$ cat src/rtl/dro_pkg.sv
package dro_pkg;
  localparam int FAST_LEN = 12;
  localparam int SLOW_LEN = 10;
  localparam int DATA_W   = 8;
  localparam int FIDX_W   = $clog2(FAST_LEN);
  localparam int SIDX_W   = $clog2(SLOW_LEN);

  typedef logic [FAST_LEN-1:0] fast_frame_t;
  typedef logic [SLOW_LEN-1:0] slow_frame_t;
endpackage

$ cat src/rtl/dro_tick.sv
module dro_tick #(
  parameter int DIV = 1085
) (
  input  logic clk,
  input  logic rst,
  output logic tick
);
  localparam int CW = (DIV > 1) ? $clog2(DIV) : 1;
  localparam logic [CW-1:0] LAST = CW'(DIV - 1);

  logic [CW-1:0] cnt;

  always_ff @(posedge clk) begin
    if (rst)              cnt <= '0;
    else if (cnt == LAST) cnt <= '0;
    else                  cnt <= cnt + 1'b1;
  end

  assign tick = (cnt == LAST);

  generate
    if (DIV > 1) begin : g_gap
      // ticks are never on back-to-back cycles
      a_r2_tick_gap: assert property (@(posedge clk) disable iff (rst)
        tick |=> !tick);
    end
  endgenerate
endmodule

$ cat src/rtl/dro_fast_frame.sv
module dro_fast_frame
  import dro_pkg::*;
(
  input  logic        level,
  input  logic        aux,
  output fast_frame_t frame
);
  logic [DATA_W-1:0] data;

  always_comb begin
    if (level) data = {{(DATA_W-1){1'b1}}, aux};
    else       data = '0;
    // index 0 leaves the line first: mark, space, data LSB first, two marks
    frame = {2'b11, data, 1'b0, 1'b1};
  end
endmodule

$ cat src/rtl/dro_slow_seq.sv
module dro_slow_seq
  import dro_pkg::*;
(
  input  logic              clk,
  input  logic              rst,
  input  logic              tick,
  input  logic [DATA_W-1:0] byte_data,
  input  logic              byte_valid,
  output logic              byte_ready,
  input  logic              aux_bit,
  input  logic              aux_valid,
  output logic              aux_ready,
  output logic              tx_out
);
  localparam logic [FIDX_W-1:0] FLAST = FIDX_W'(FAST_LEN - 1);
  localparam logic [SIDX_W-1:0] SLAST = SIDX_W'(SLOW_LEN - 1);

  logic              busy;
  slow_frame_t       slow_sr;
  logic [SIDX_W-1:0] slow_cnt;
  logic [FIDX_W-1:0] fast_idx;
  fast_frame_t       fast_sr;
  fast_frame_t       frame;
  logic              bit_start;

  dro_fast_frame u_frame (
    .level (slow_sr[0]),
    .aux   (aux_valid ? aux_bit : 1'b1),
    .frame (frame)
  );

  assign byte_ready = !busy;
  assign bit_start  = busy && tick && (fast_idx == '0);
  assign aux_ready  = bit_start && slow_sr[0];

  always_ff @(posedge clk) begin
    if (rst) begin
      busy     <= 1'b0;
      slow_sr  <= '1;
      slow_cnt <= '0;
      fast_idx <= '0;
      fast_sr  <= '1;
      tx_out   <= 1'b1;
    end else if (!busy && byte_valid) begin
      busy     <= 1'b1;
      slow_sr  <= {1'b1, byte_data, 1'b0};
      slow_cnt <= '0;
      fast_idx <= '0;
    end else if (busy && tick) begin
      if (fast_idx == '0) begin
        tx_out  <= frame[0];
        fast_sr <= frame >> 1;
      end else begin
        tx_out  <= fast_sr[0];
        fast_sr <= fast_sr >> 1;
      end
      if (fast_idx == FLAST) begin
        fast_idx <= '0;
        slow_sr  <= {1'b1, slow_sr[SLOW_LEN-1:1]};
        if (slow_cnt == SLAST) busy <= 1'b0;
        else                   slow_cnt <= slow_cnt + 1'b1;
      end else begin
        fast_idx <= fast_idx + 1'b1;
      end
    end
  end

  // line rests at mark whenever nothing is in flight
  a_r9_idle_mark: assert property (@(posedge clk) disable iff (rst)
    !busy |-> tx_out);
  // every fast frame opens with a mark then a space
  a_r4_lead_mark: assert property (@(posedge clk) disable iff (rst)
    bit_start |=> tx_out);
  a_r4_start_space: assert property (@(posedge clk) disable iff (rst)
    (busy && tick && fast_idx == FIDX_W'(1)) |=> !tx_out);
  // data bits of a space frame are all space
  a_r5_space_data: assert property (@(posedge clk) disable iff (rst)
    (busy && tick && !slow_sr[0] && fast_idx >= FIDX_W'(2) && fast_idx <= FIDX_W'(9))
      |=> !tx_out);
  // an accepted byte closes the input at once
  a_r3_ready_drop: assert property (@(posedge clk) disable iff (rst)
    (byte_valid && byte_ready) |=> !byte_ready);
endmodule

$ cat src/rtl/dro_uart_tx.sv
module dro_uart_tx
  import dro_pkg::*;
#(
  parameter int CLK_HZ    = 125_000_000,
  parameter int SLOW_BAUD = 9600
) (
  input  logic              clk,
  input  logic              rst,
  input  logic [DATA_W-1:0] byte_data,
  input  logic              byte_valid,
  output logic              byte_ready,
  input  logic              aux_bit,
  input  logic              aux_valid,
  output logic              aux_ready,
  output logic              tx_out
);
  localparam int FAST_BAUD = SLOW_BAUD * FAST_LEN;
  localparam int DIV_RAW   = CLK_HZ / FAST_BAUD;
  localparam int DIV       = (DIV_RAW < 1) ? 1 : DIV_RAW;

  logic tick;

  dro_tick #(.DIV(DIV)) u_tick (
    .clk  (clk),
    .rst  (rst),
    .tick (tick)
  );

  dro_slow_seq u_seq (
    .clk        (clk),
    .rst        (rst),
    .tick       (tick),
    .byte_data  (byte_data),
    .byte_valid (byte_valid),
    .byte_ready (byte_ready),
    .aux_bit    (aux_bit),
    .aux_valid  (aux_valid),
    .aux_ready  (aux_ready),
    .tx_out     (tx_out)
  );

  // the line only moves on a baud tick
  a_r2_hold_between_ticks: assert property (@(posedge clk) disable iff (rst)
    !tick |=> $stable(tx_out));
  // side bits are only taken on a tick
  a_r7_aux_on_tick: assert property (@(posedge clk) disable iff (rst)
    aux_ready |-> tick);
endmodule

$ cat config.mk
export PLATFORM = sky130hd
export DESIGN_NAME = dro_uart_tx
export DESIGN_NICKNAME = d
export VERILOG_FILES = /design/src/rtl/dro_pkg.sv /design/src/rtl/dro_tick.sv /design/src/rtl/dro_fast_frame.sv /design/src/rtl/dro_slow_seq.sv /design/src/rtl/dro_uart_tx.sv
export SDC_FILE = /design/constraint.sdc
export NUM_CORES = 1
export LEC_CHECK = 0
export BUFFER_PORTS_ARGS = -buffer_cell sky130_fd_sc_hd__buf_2
export CORE_MARGIN = 5
export CORE_UTILIZATION = 39
export DETAILED_ROUTE_END_ITERATION = 8
export GPL_ROUTABILITY_DRIVEN = 0
export PLACE_DENSITY = 0.54
export SYNTH_ARGS = -nofsm -noshare
export SYNTH_HDL_FRONTEND = slang
export SYNTH_SLANG_ARGS = --single-unit
$ cat constraint.sdc
create_clock -name clk -period 3.7 [get_ports clk]
set_input_delay 0.555 -clock clk [delete_from_list [all_inputs] [get_ports clk]]
set_output_delay 0.555 -clock clk [all_outputs]
set_load 0.05 [all_outputs]
==> flow_summary_export.csv, run 1 <==
group,metric,value,unit
sta,tns,0,ps
synthesis,ys_seq_area_frac,0.449,
floorplanning,fp.coreArea,4690,um2
placed_design,pre_cts_ws,1250,ps
detailed_routing,vias_per_cell,5.21,
synthesis,synth_top_cell_area_share,0.449,
clock_network,cts_sinks,42,
synthesis,ys_warn_count,0,
sta,max_slew_margin,0.544,
synthesis,synth.distinct_cells,35,
synthesis,synth_compound_area_frac,0.144,
cells_and_area,final_common_cell,"dfxtp_1",
setup_path,setup.worst_path.start_class,"flip-flop",
floorplanning,rows,25,
sta,fin_crit,2780,ps
detailed_routing,drt_wl_total,3700,um
synthesis,synthArstFlopShare,0,
synthesis,synthCells,219,
power,power_density,387,nW/um2
clock_network,post_cts_buffers,0,
setup_path,cp.required,3140,ps
detailed_routing,ant_nets,0,
sta,fmax,0.360,GHz
clock_network,clockBufferDepth,2,
synthesis,synth_top_family_by_area,"simple AND/OR/NAND/NOR gates",
global_route,grt_start_max_net_pins,19,
synthesis,synth_edf_count,0,
global_route,grt_pass1_wl,6350,um
cells_and_area,antenna_cells,0,
placed_design,hpwl,2490,um
global_route,grt_antenna_before_repair,0,
setup_path,crit_fanout,8,
detailed_routing,vias,1481,
sta,finalMaxSlewViolations,0,
clock_network,cts_resized,0,
sta,timing_hold_violations_final,0,
clock_network,cts-root-buf,"clkbuf_8",
synthesis,synthAdderAreaFrac,0.0401,
floorplanning,die_width,79.3,um
synthesis,synth-simple-area-share,0.267,
synthesis,synthFlopType,"dfxtp_1",
sta,clock_skew,4.31,ps
power,p_leak,0.000787,uW
sta,fin_crit_sh,0.750,
synthesis,syn_area_per_cell,8.55,um2
global_route,grt_pass1_vias,1379,
sta,worst_slack,924,ps
cells_and_area,n_fill_cell,487,
sta,rsz0062_at_grt,"no",
floorplanning,initial_utilization,0.399,
placed_design,portBuffers,15,
sta,worst_pin_slew,682,ps
detailed_routing,drc_errors,0,
sta,setup_viol,0,
synthesis,syn_nets,238,
clock_network,hold_buffers,0,
floorplanning,boundaryPins,16,
synthesis,synth.area.mux_share,0.0107,
run_status,outcome,"finished clean",
detailed_routing,wl_per_cell,13.0,um
cells_and_area,nNetsFinal,249,
setup_path,end_kind,"primary output",
clock_network,htree_num_levels,2,
hold_path,hold_class,"reg -> reg",
synthesis,syn_area,1870,um2
cells_and_area,final_cell_mix,"42 x dfxtp_1, 29 x nand2_1, 17 x nor2_1",
setup_path,worst-setup-path-type,"reg -> out",
synthesis,synth_area_leader_cell,"dfxtp_1",
cells_and_area,area_growth,9.29,%
clock_network,clk_pin_slew_worst_paths,70,ps
synthesis,yosys_register_bits,42,
global_route,overflow,0,
synthesis,synthXorXnorAreaFrac,0.0468,
floorplanning,fp.dieH,79.3,um
clock_network,clk_latency,290,ps
detailed_routing,firstDrtPassIters,4,
global_route,grt_use_total,0.128,
power,ir_worst_vdd,137,uV
clock_network,numCtsBuffers,5,
setup_path,crit_arrival,2220,ps
synthesis,synthTopCellsByArea,"dfxtp_1 45%, nand2_1 5.8%, ha_1 4.0%",
floorplanning,dieArea,6290,um2
flow_run,maxCapViolations,0,
clock_network,cts_tree,"built",
cells_and_area,drive_gt1_frac,0.100,
detailed_routing,drtIter0Drc,102,
area by class of cell:
cell class                      count  area, um2  area share
Clock buffer                        7       76.3      0.0373
Inverter                            9       33.8      0.0165
Sequential cell                    42        841       0.411
Multi-Input combinational cell    157        953       0.466
Timing Repair Buffer               15       75.1      0.0367
Tap cell                           54       67.6      0.0330
Yosys cell counts, drive strengths merged (2+ instances only):
master / count
nor3b: 3
o311a: 5
a211oi: 3
dfxtp: 42
buf: 3
and3: 2
nand2: 29
nand4: 4
inv: 9
nor2: 17
o211ai: 8
nand3: 9
clkbuf: 8
xnor2: 7
xor2: 3
mux2i: 2
a21oi: 13
or3: 4
nor4: 2
ha: 6
o21ai: 11
nor3: 15
nor2b: 4
or4: 2
layer usage:
layer  routed length, um  vias to the layer above  GRT usage  part of all wire
met5                   0                        -          0                 0
met3                  90                        5     0.0442             0.024
met4                  64                        0     0.0515             0.017
met2                1590                       10      0.186              0.43
li1                    -                      791          -                 -
met1                1960                      675      0.174              0.53
power by group:
group	internal (uW)	total, uW	leakage [uW]	switching, uW
registers	461	468	0.000342	6.69
clock network	130	276	0.0000383	146
logic	18.4	48.6	0.000407	30.2
total	610	793	0.000787	183
path summary, 6_finish.rpt:
path                             startpoint                             end  slack [ps]  cells past startpoint
min          u_seq.fast_sr[11]$_SDFFE_PP1P_  u_seq.fast_sr[11]$_SDFFE_PP1P_         460                      2
max reg2reg        u_tick.cnt[0]$_SDFF_PP0_  u_seq.fast_idx[3]$_SDFFE_PP0P_        1540                      6
max          u_seq.fast_idx[0]$_SDFFE_PP0P_                       aux_ready         920                      6
min reg2reg  u_seq.fast_sr[11]$_SDFFE_PP1P_  u_seq.fast_sr[11]$_SDFFE_PP1P_         460                      2
metrics by stage:
step	utilization	std cells	hold slack, ps	power (uW)	cell area (um2)
CTS	0.436	284	459	808	2050
detailed placement	0.420	277	445	528	1970
global placement	0.420	277	447	528	1970
global route	0.436	284	488	833	2050
floorplan	-	219	423	511	1870
finish	0.436	284	462	793	2050
sequential cells by signal, summed over array words and instances (netlist names):
name / flops
u_seq.tx_out: 1
u_seq.fast_sr: 12
u_seq.busy: 1
u_seq.slow_sr: 9
u_seq.fast_idx: 4
u_tick.cnt: 11
u_seq.slow_cnt: 4
worst max-delay path: stages (launching register included):
cell and delay, ps:
dfxtp_1 330, inv_1 100, ha_1 160, nor3b_1 470
and2_1 370, nor3b_1 210, buf_2 290
cell families (layout without fill, tap and decap cells):
group | count (synthesis) | after routing
AND/OR/NAND/NOR | 97 | 97
adder cells (fa/ha/maj) | 6 | 6
multiplexers | 2 | 2
XOR/XNOR | 10 | 10
buffers and inverters | 20 | 31
flip-flops | 42 | 42
AO/OA/AOI/OAI | 42 | 42
Power figures use the tool's default switching activity.
==> inputs of run 2 (changes only) <==
ABC_AREA = 1   (was default)
PLACE_DENSITY = 0.56   (was 0.54)
clock period = 2.4 ns   (was 3.7 ns; I/O delays follow)
==> flow_summary_export.csv, run 2 <==
group,metric,value,unit
run_status,outcome,"finished clean",
power,p_comb_frac,0.087,
synthesis,synthArstFlopShare,0,
synthesis,netlist_top_cells_count,"66 x nand2_1, 53 x nand3_1, 42 x dfxtp_1",
flow_run,maxCapViolations,0,
detailed_routing,drc_errors,0,
synthesis,synth_edf_count,0,
detailed_routing,drtIter0Drc,111,
sta,timing_hold_violations_final,0,
clock_network,clockBufferDepth,2,
sta,tns,0,ps
cells_and_area,top_register,"u_seq.fast_sr",
power,power.clock.fraction,0.362,
setup_path,worst-setup-path-type,"reg -> out",
global_route,grt_pass1_wl,7340,um
detailed_routing,vias_per_cell,4.90,
power,ir_worst_vdd,313,uV
power,switching_share,0.249,
power,power_density,584,nW/um2
global_route,grt_antenna_before_repair,0,
sta,fin_crit_sh,0.915,
clock_network,cts_sinks,42,
synthesis,synthTopCellsByArea,"dfxtp_1 41%, nand3_1 13%, nand2_1 12%",
power,p_int,997,uW
synthesis,synth_area_leader_cell,"dfxtp_1",
sta,finalMaxSlewViolations,0,
floorplanning,dieArea,6860,um2
floorplanning,boundaryPins,16,
setup_path,startpoint,"u_seq.fast_idx[0]$_SDFFE_PP0P_",
clock_network,cts-root-buf,"clkbuf_8",
setup_path,crit_arrival,1840,ps
synthesis,synthFlopType,"dfxtp_1",
synthesis,ys_warn_count,0,
synthesis,yosys_register_bits,42,
cells_and_area,antenna_cells,0,
clock_network,htree_num_levels,2,
setup_path,cp_slowest_cell,"dfxtp_1",
floorplanning,initial_utilization,0.402,
detailed_routing,vias,1797,
sta,worst_pin_slew,438,ps
clock_network,clk_latency,290,ps
setup_path,cp.required,2040,ps
placed_design,portBuffers,15,
sta,fin_crit,2200,ps
setup_path,crit_fanout,7,
sta,max_slew_margin,0.708,
setup_path,crit_chain,"inv_1 > ha_1 > nand3_2 > inv_1 > nand2_1 > nor3_1 > buf_2",
global_route,grt_start_max_net_pins,17,
cells_and_area,area_growth,10.0,%
synthesis,syn_nets,302,
detailed_routing,firstDrtPassIters,4,
cells_and_area,n_fill_cell,573,
clock_network,post_cts_buffers,0,
clock_network,numCtsBuffers,5,
synthesis,synth.distinct_cells,31,
detailed_routing,drt_wl_total,4130,um
setup_path,critPathMaxStageDelay,340,ps
power,finalPower,1330,uW
synthesis,synthCells,283,
cells_and_area,final_common_cell,"nand2_1",
setup_path,crit_family,"buffers and inverters",
placed_design,pre_cts_ws,517,ps
cells_and_area,multi_input_area,1060,um2
hold_path,hold_class,"in -> reg",
clock_network,hold_buffers,0,
cells_and_area,reg.largest.list,"u_seq.fast_sr: 12 flops, u_tick.cnt: 11 flops, u_seq.slow_sr: 9 flops",
global_route,grt_use_total,0.126,
cells_and_area,final_cell_mix,"66 x nand2_1, 53 x nand3_1, 42 x dfxtp_1",
sta,setup_viol,0,
sta,fmax,0.455,GHz
setup_path,reg2reg_from,"u_seq.fast_idx[0]$_SDFFE_PP0P_",
sta,holdWs,265,ps
sta,rsz0062_at_grt,"no",
synthesis,yosysMostFrequentCell,"nand2_1",
floorplanning,rows,26,
floorplanning,die_width,82.8,um
floorplanning,fp.dieH,82.8,um
sta,worst_slack,204,ps
synthesis,ys_seq_area_frac,0.407,
setup_path,end_kind,"primary output",
placed_design,hpwl,2970,um
setup_path,setup.worst_path.start_class,"flip-flop",
sta,clock_skew,9.55,ps
cells_and_area,regArea,841,um2
cells_and_area,nNetsFinal,315,
cells_and_area,largest_reg_flops,12,
synthesis,synth_top_cell_area_share,0.407,
synthesis,syn_area_per_cell,7.31,um2
power,switchingPower,331,uW
clock_network,cts_tree,"built",
clock_network,clk_pin_slew_worst_paths,80,ps
global_route,overflow,0,
power,seq_power_share,0.551,
clock_network,cts_resized,0,
setup_path,crit_top_cell,"inv_1",
detailed_routing,wl_per_cell,11.3,um
global_route,grt_pass1_vias,1670,
cells_and_area,drive_gt1_frac,0.148,
synthesis,syn_area,2070,um2
setup_path,crit_buf_inv,3,
detailed_routing,ant_nets,0,
power,p_leak,0.000995,uW
hold_path,min_from,"rst",
floorplanning,fp.coreArea,5140,um2
==> run 2: cell count changes in the layout (fill, tap and decap cells not counted), sizes merged, moves of 5 or more <==
cell    delta
xor2       +5
o21ai      -6
nand2     +40
nand3     +47
nor3       -9
o211ai     -7
nand4      +7
xnor2      -5
inv       +17
o311a      -5
nor2       +7
==> run 2: worst paths after layout <==
path	to	slack [ps]	cells past startpoint
hold / removal	u_seq.busy$_SDFFE_PP0P_	270	2
setup / recovery	aux_ready	200	7
hold reg to reg	u_seq.fast_sr[11]$_SDFFE_PP1P_	450	2
setup reg to reg	u_seq.slow_cnt[1]$_SDFFE_PP0P_	730	6
==> run 2: power groups by stage <==
stage	Combinational, uW	Clock [uW]	Sequential [uW]
global route	133	530	734
global placement	115	0	747
floorplan	91.9	0	741
finish	115	481	732
detailed placement	116	0	748
CTS	117	498	731
==> run 2: worst reg2reg max path, delay by kind of cell (launching register included) <==
kind            cells  cell delay [ps]
simple gates        4              900
flops               1              380
fa+ha+maj           1              220
compound gates      1               60
==> run 2: layout make-up <==
type                    count  area share
multi-input cells         202       0.464
inverters                  28      0.0467
well taps                  70      0.0385
flip-flops and latches     42       0.369
clock inverters             1     0.00385
repair buffers             17      0.0396
clock buffers               7      0.0379
==> run 2: kinds of logic (layout without fill, tap and decap cells) <==
logic type	after synthesis	count (layout)	share of synthesized area
compound gates	17	17	0.0454
xor+xnor	10	10	0.0424
fa+ha+maj	6	6	0.0363
buf+inv	39	53	0.0829
flops	42	42	0.407
simple gates	169	169	0.387
==> run 2: routing by layer <==
layer	global-route usage	part of all wire	vias up
li1	-	-	952
met1	0.168	0.52	811
met2	0.196	0.43	28
met3	0.0366	0.034	6
met4	0.0357	0.012	0
met5	0	0	-
==> run 2: per-stage QoR <==
step           cells  cell area (um2)   util
5_1_grt          367             2280  0.443
6_report         367             2280  0.443
3_5_place_dp     359             2180  0.424
3_3_place_gp     359             2180  0.424
2_1_floorplan    283             2070      -
4_1_cts          367             2280  0.443
==> inputs of run 3 (changes only) <==
SYNTH_HIERARCHICAL = 1   (was default)
==> flow_summary_export.csv, run 3 <==
group,metric,value,unit
cells_and_area,area_growth,7.41,%
synthesis,ys_warn_count,6,
clock_network,cts-root-buf,"clkbuf_8",
clock_network,post_cts_buffers,0,
sta,worst_pin_slew,514,ps
detailed_routing,drtIter0Drc,74,
sta,fin_crit_sh,0.901,
cells_and_area,drive_gt1_frac,0.194,
detailed_routing,vias_per_cell,4.64,
power,power_density,584,nW/um2
floorplanning,dieArea,7180,um2
cells_and_area,stdcell_count,371,
global_route,grt_start_max_net_pins,21,
synthesis,synth_edf_count,0,
floorplanning,fp.dieH,84.8,um
cells_and_area,fin_util,0.428,
synthesis,netlist_top_cells_count,"62 x nand2_1, 42 x dfxtp_1, 28 x inv_1",
power,power.clock.fraction,0.399,
cells_and_area,largest_reg_flops,12,
placed_design,hpwl,2810,um
cells_and_area,top_register,"u_seq/fast_sr",
hold_path,hold_class,"in -> reg",
floorplanning,initial_utilization,0.398,
setup_path,crit_arrival,1800,ps
power,p_comb_frac,0.067,
clock_network,htree_num_levels,2,
placed_design,dp.cells,363,
detailed_routing,drt_wl_total,4050,um
power,ir_worst_vdd,245,uV
sta,timing_hold_violations_final,0,
placed_design,placement.cell_area,2230,um2
setup_path,worst-setup-path-type,"reg -> out",
sta,setup_viol,0,
synthesis,synth.distinct_cells,29,
synthesis,yosys_register_bits,42,
sta,clock_skew,4.24,ps
clock_network,numCtsBuffers,5,
synthesis,synthCells,292,
sta,fin_crit,2160,ps
floorplanning,rows,27,
sta,fmax,0.462,GHz
floorplanning,die_width,84.8,um
detailed_routing,vias,1723,
global_route,grt_pass1_vias,1630,
synthesis,synth_area_leader_cell,"dfxtp_1",
clock_network,cts_tree,"built",
floorplanning,boundaryPins,16,
clock_network,clockBufferDepth,2,
synthesis,synthTopCellsByArea,"dfxtp_1 39%, nand2_1 11%, nand3_1 6.2%",
synthesis,ys_seq_area_frac,0.386,
floorplanning,fp.coreArea,5470,um2
global_route,grt_pass1_wl,7120,um
synthesis,synth_top_cell_area_share,0.386,
setup_path,end_kind,"primary output",
setup_path,setup.worst_path.start_class,"flip-flop",
synthesis,synthFlopType,"dfxtp_1",
cells_and_area,fin_area,2340,um2
power,switching_share,0.229,
detailed_routing,wl_per_cell,10.9,um
cells_and_area,final_common_cell,"nand2_1",
cells_and_area,final_cell_mix,"62 x nand2_1, 42 x dfxtp_1, 28 x inv_1",
detailed_routing,drc_errors,0,
power,switchingPower,313,uW
clock_network,clk_pin_slew_worst_paths,80,ps
placed_design,portBuffers,15,
global_route,grt_antenna_before_repair,0,
run_status,outcome,"finished clean",
power,seq_power_share,0.534,
synthesis,yosysMostFrequentCell,"nand2_1",
detailed_routing,firstDrtPassIters,5,
synthesis,syn_area_per_cell,7.46,um2
clock_network,cts_resized,0,
setup_path,cp.required,2040,ps
synthesis,syn_area,2180,um2
clock_network,cts_sinks,42,
cells_and_area,n_fill_cell,576,
flow_run,maxCapViolations,0,
clock_network,clk_latency,290,ps
cells_and_area,reg.largest.list,"u_seq/fast_sr: 12 flops, u_tick/cnt: 11 flops, u_seq/slow_sr: 9 flops",
power,p_int,1050,uW
clock_network,hold_buffers,0,
global_route,grt_use_total,0.119,
global_route,overflow,0,
cells_and_area,nNetsFinal,317,
sta,finalMaxSlewViolations,0,
sta,rsz0062_at_grt,"no",
detailed_routing,ant_nets,0,
cells_and_area,antenna_cells,0,
setup_path,crit_fanout,4,
sta,holdWs,296,ps
sta,max_slew_margin,0.657,
power,p_leak,0.00107,uW
sta,tns,0,ps
synthesis,synthArstFlopShare,0,
-- run 3: changes by cell type after synthesis, moves of 4 or more --
| cell | change |
|---|---|
| inv_1 | +8 |
| nor2_2 | +5 |
| a21oi_1 | +10 |
| xor2_1 | -4 |
| o21ai_0 | +15 |
| or2_2 | +4 |
| nand3_1 | -26 |
| nor3_1 | -5 |
| buf_4 | +11 |
| buf_2 | -4 |
| nand2_1 | -4 |
-- run 3: layout make-up --
class | instances | area [um2] | area share
Clock inverter | 3 | 40.0 | 0.0171
Sequential cell | 42 | 841 | 0.359
Tap cell | 72 | 90.1 | 0.0385
Multi-Input combinational cell | 200 | 1090 | 0.466
Timing Repair Buffer | 17 | 90.1 | 0.0385
Inverter | 32 | 120 | 0.0513
Clock buffer | 5 | 68.8 | 0.0294
-- run 3: worst paths after layout --
| check | from | to | slack, ps | cells after the start |
|---|---|---|---|---|
| worst max-delay path | u_tick/cnt[0]$_SDFF_PP0_ | aux_ready | 240 | 11 |
| worst min-delay path | byte_data[2] | u_seq/slow_sr[3]$_SDFFE_PP1P_ | 300 | 3 |
| worst max register to register | u_tick/cnt[0]$_SDFF_PP0_ | u_seq/slow_sr[1]$_SDFFE_PP1P_ | 590 | 11 |
| worst min register to register | u_seq/fast_sr[11]$_SDFFE_PP1P_ | u_seq/fast_sr[11]$_SDFFE_PP1P_ | 450 | 2 |
-- run 3: cells by family (layout without fill, tap and decap cells) --
family / Yosys count / in the layout / share of synthesized area
xor gates and xnor gates: 6 / 6 / 0.0241
other: 2 / 4 / 0.00345
DFF: 42 / 42 / 0.386
buffers and inverters: 52 / 57 / 0.117
and+or+nand+nor: 145 / 145 / 0.340
adders and majority gates: 6 / 6 / 0.0344
AOI/OAI and AO/OA: 39 / 39 / 0.0947
-- run 3: through the flow --
stage	setup slack (ps)	power [uW]
6_report	237	1370
5_1_grt	37.2	1430
4_1_cts	194	1390
3_5_place_dp	526	839
3_3_place_gp	553	838
2_1_floorplan	98.0	828
-- run 3: routing by layer --
metal	part of all wire	global-route usage
met3	0.040	0.0334
met4	0.0072	0.0345
met2	0.45	0.196
met5	0	0
met1	0.51	0.153
-- run 3: worst max-delay path, cell delays in order (launching register included) --
cell and delay [ps]:
dfxtp_1 360, inv_1 70, ha_1 130, nand2_1 60, nor2_2 140, nand3b_4 130
inv_2 70, nand2_1 80, inv_1 80, nand2_1 50, nor2_1 80, buf_2 270
-- run 3: power groups by stage --
stage          Clock (uW)  Sequential, uW  Combinational, uW
2_1_floorplan           0             743               84.4
3_3_place_gp            0             747               91.4
3_5_place_dp            0             747               92.3
4_1_cts               571             730               92.8
5_1_grt               595             733                105
6_report              546             730               91.4
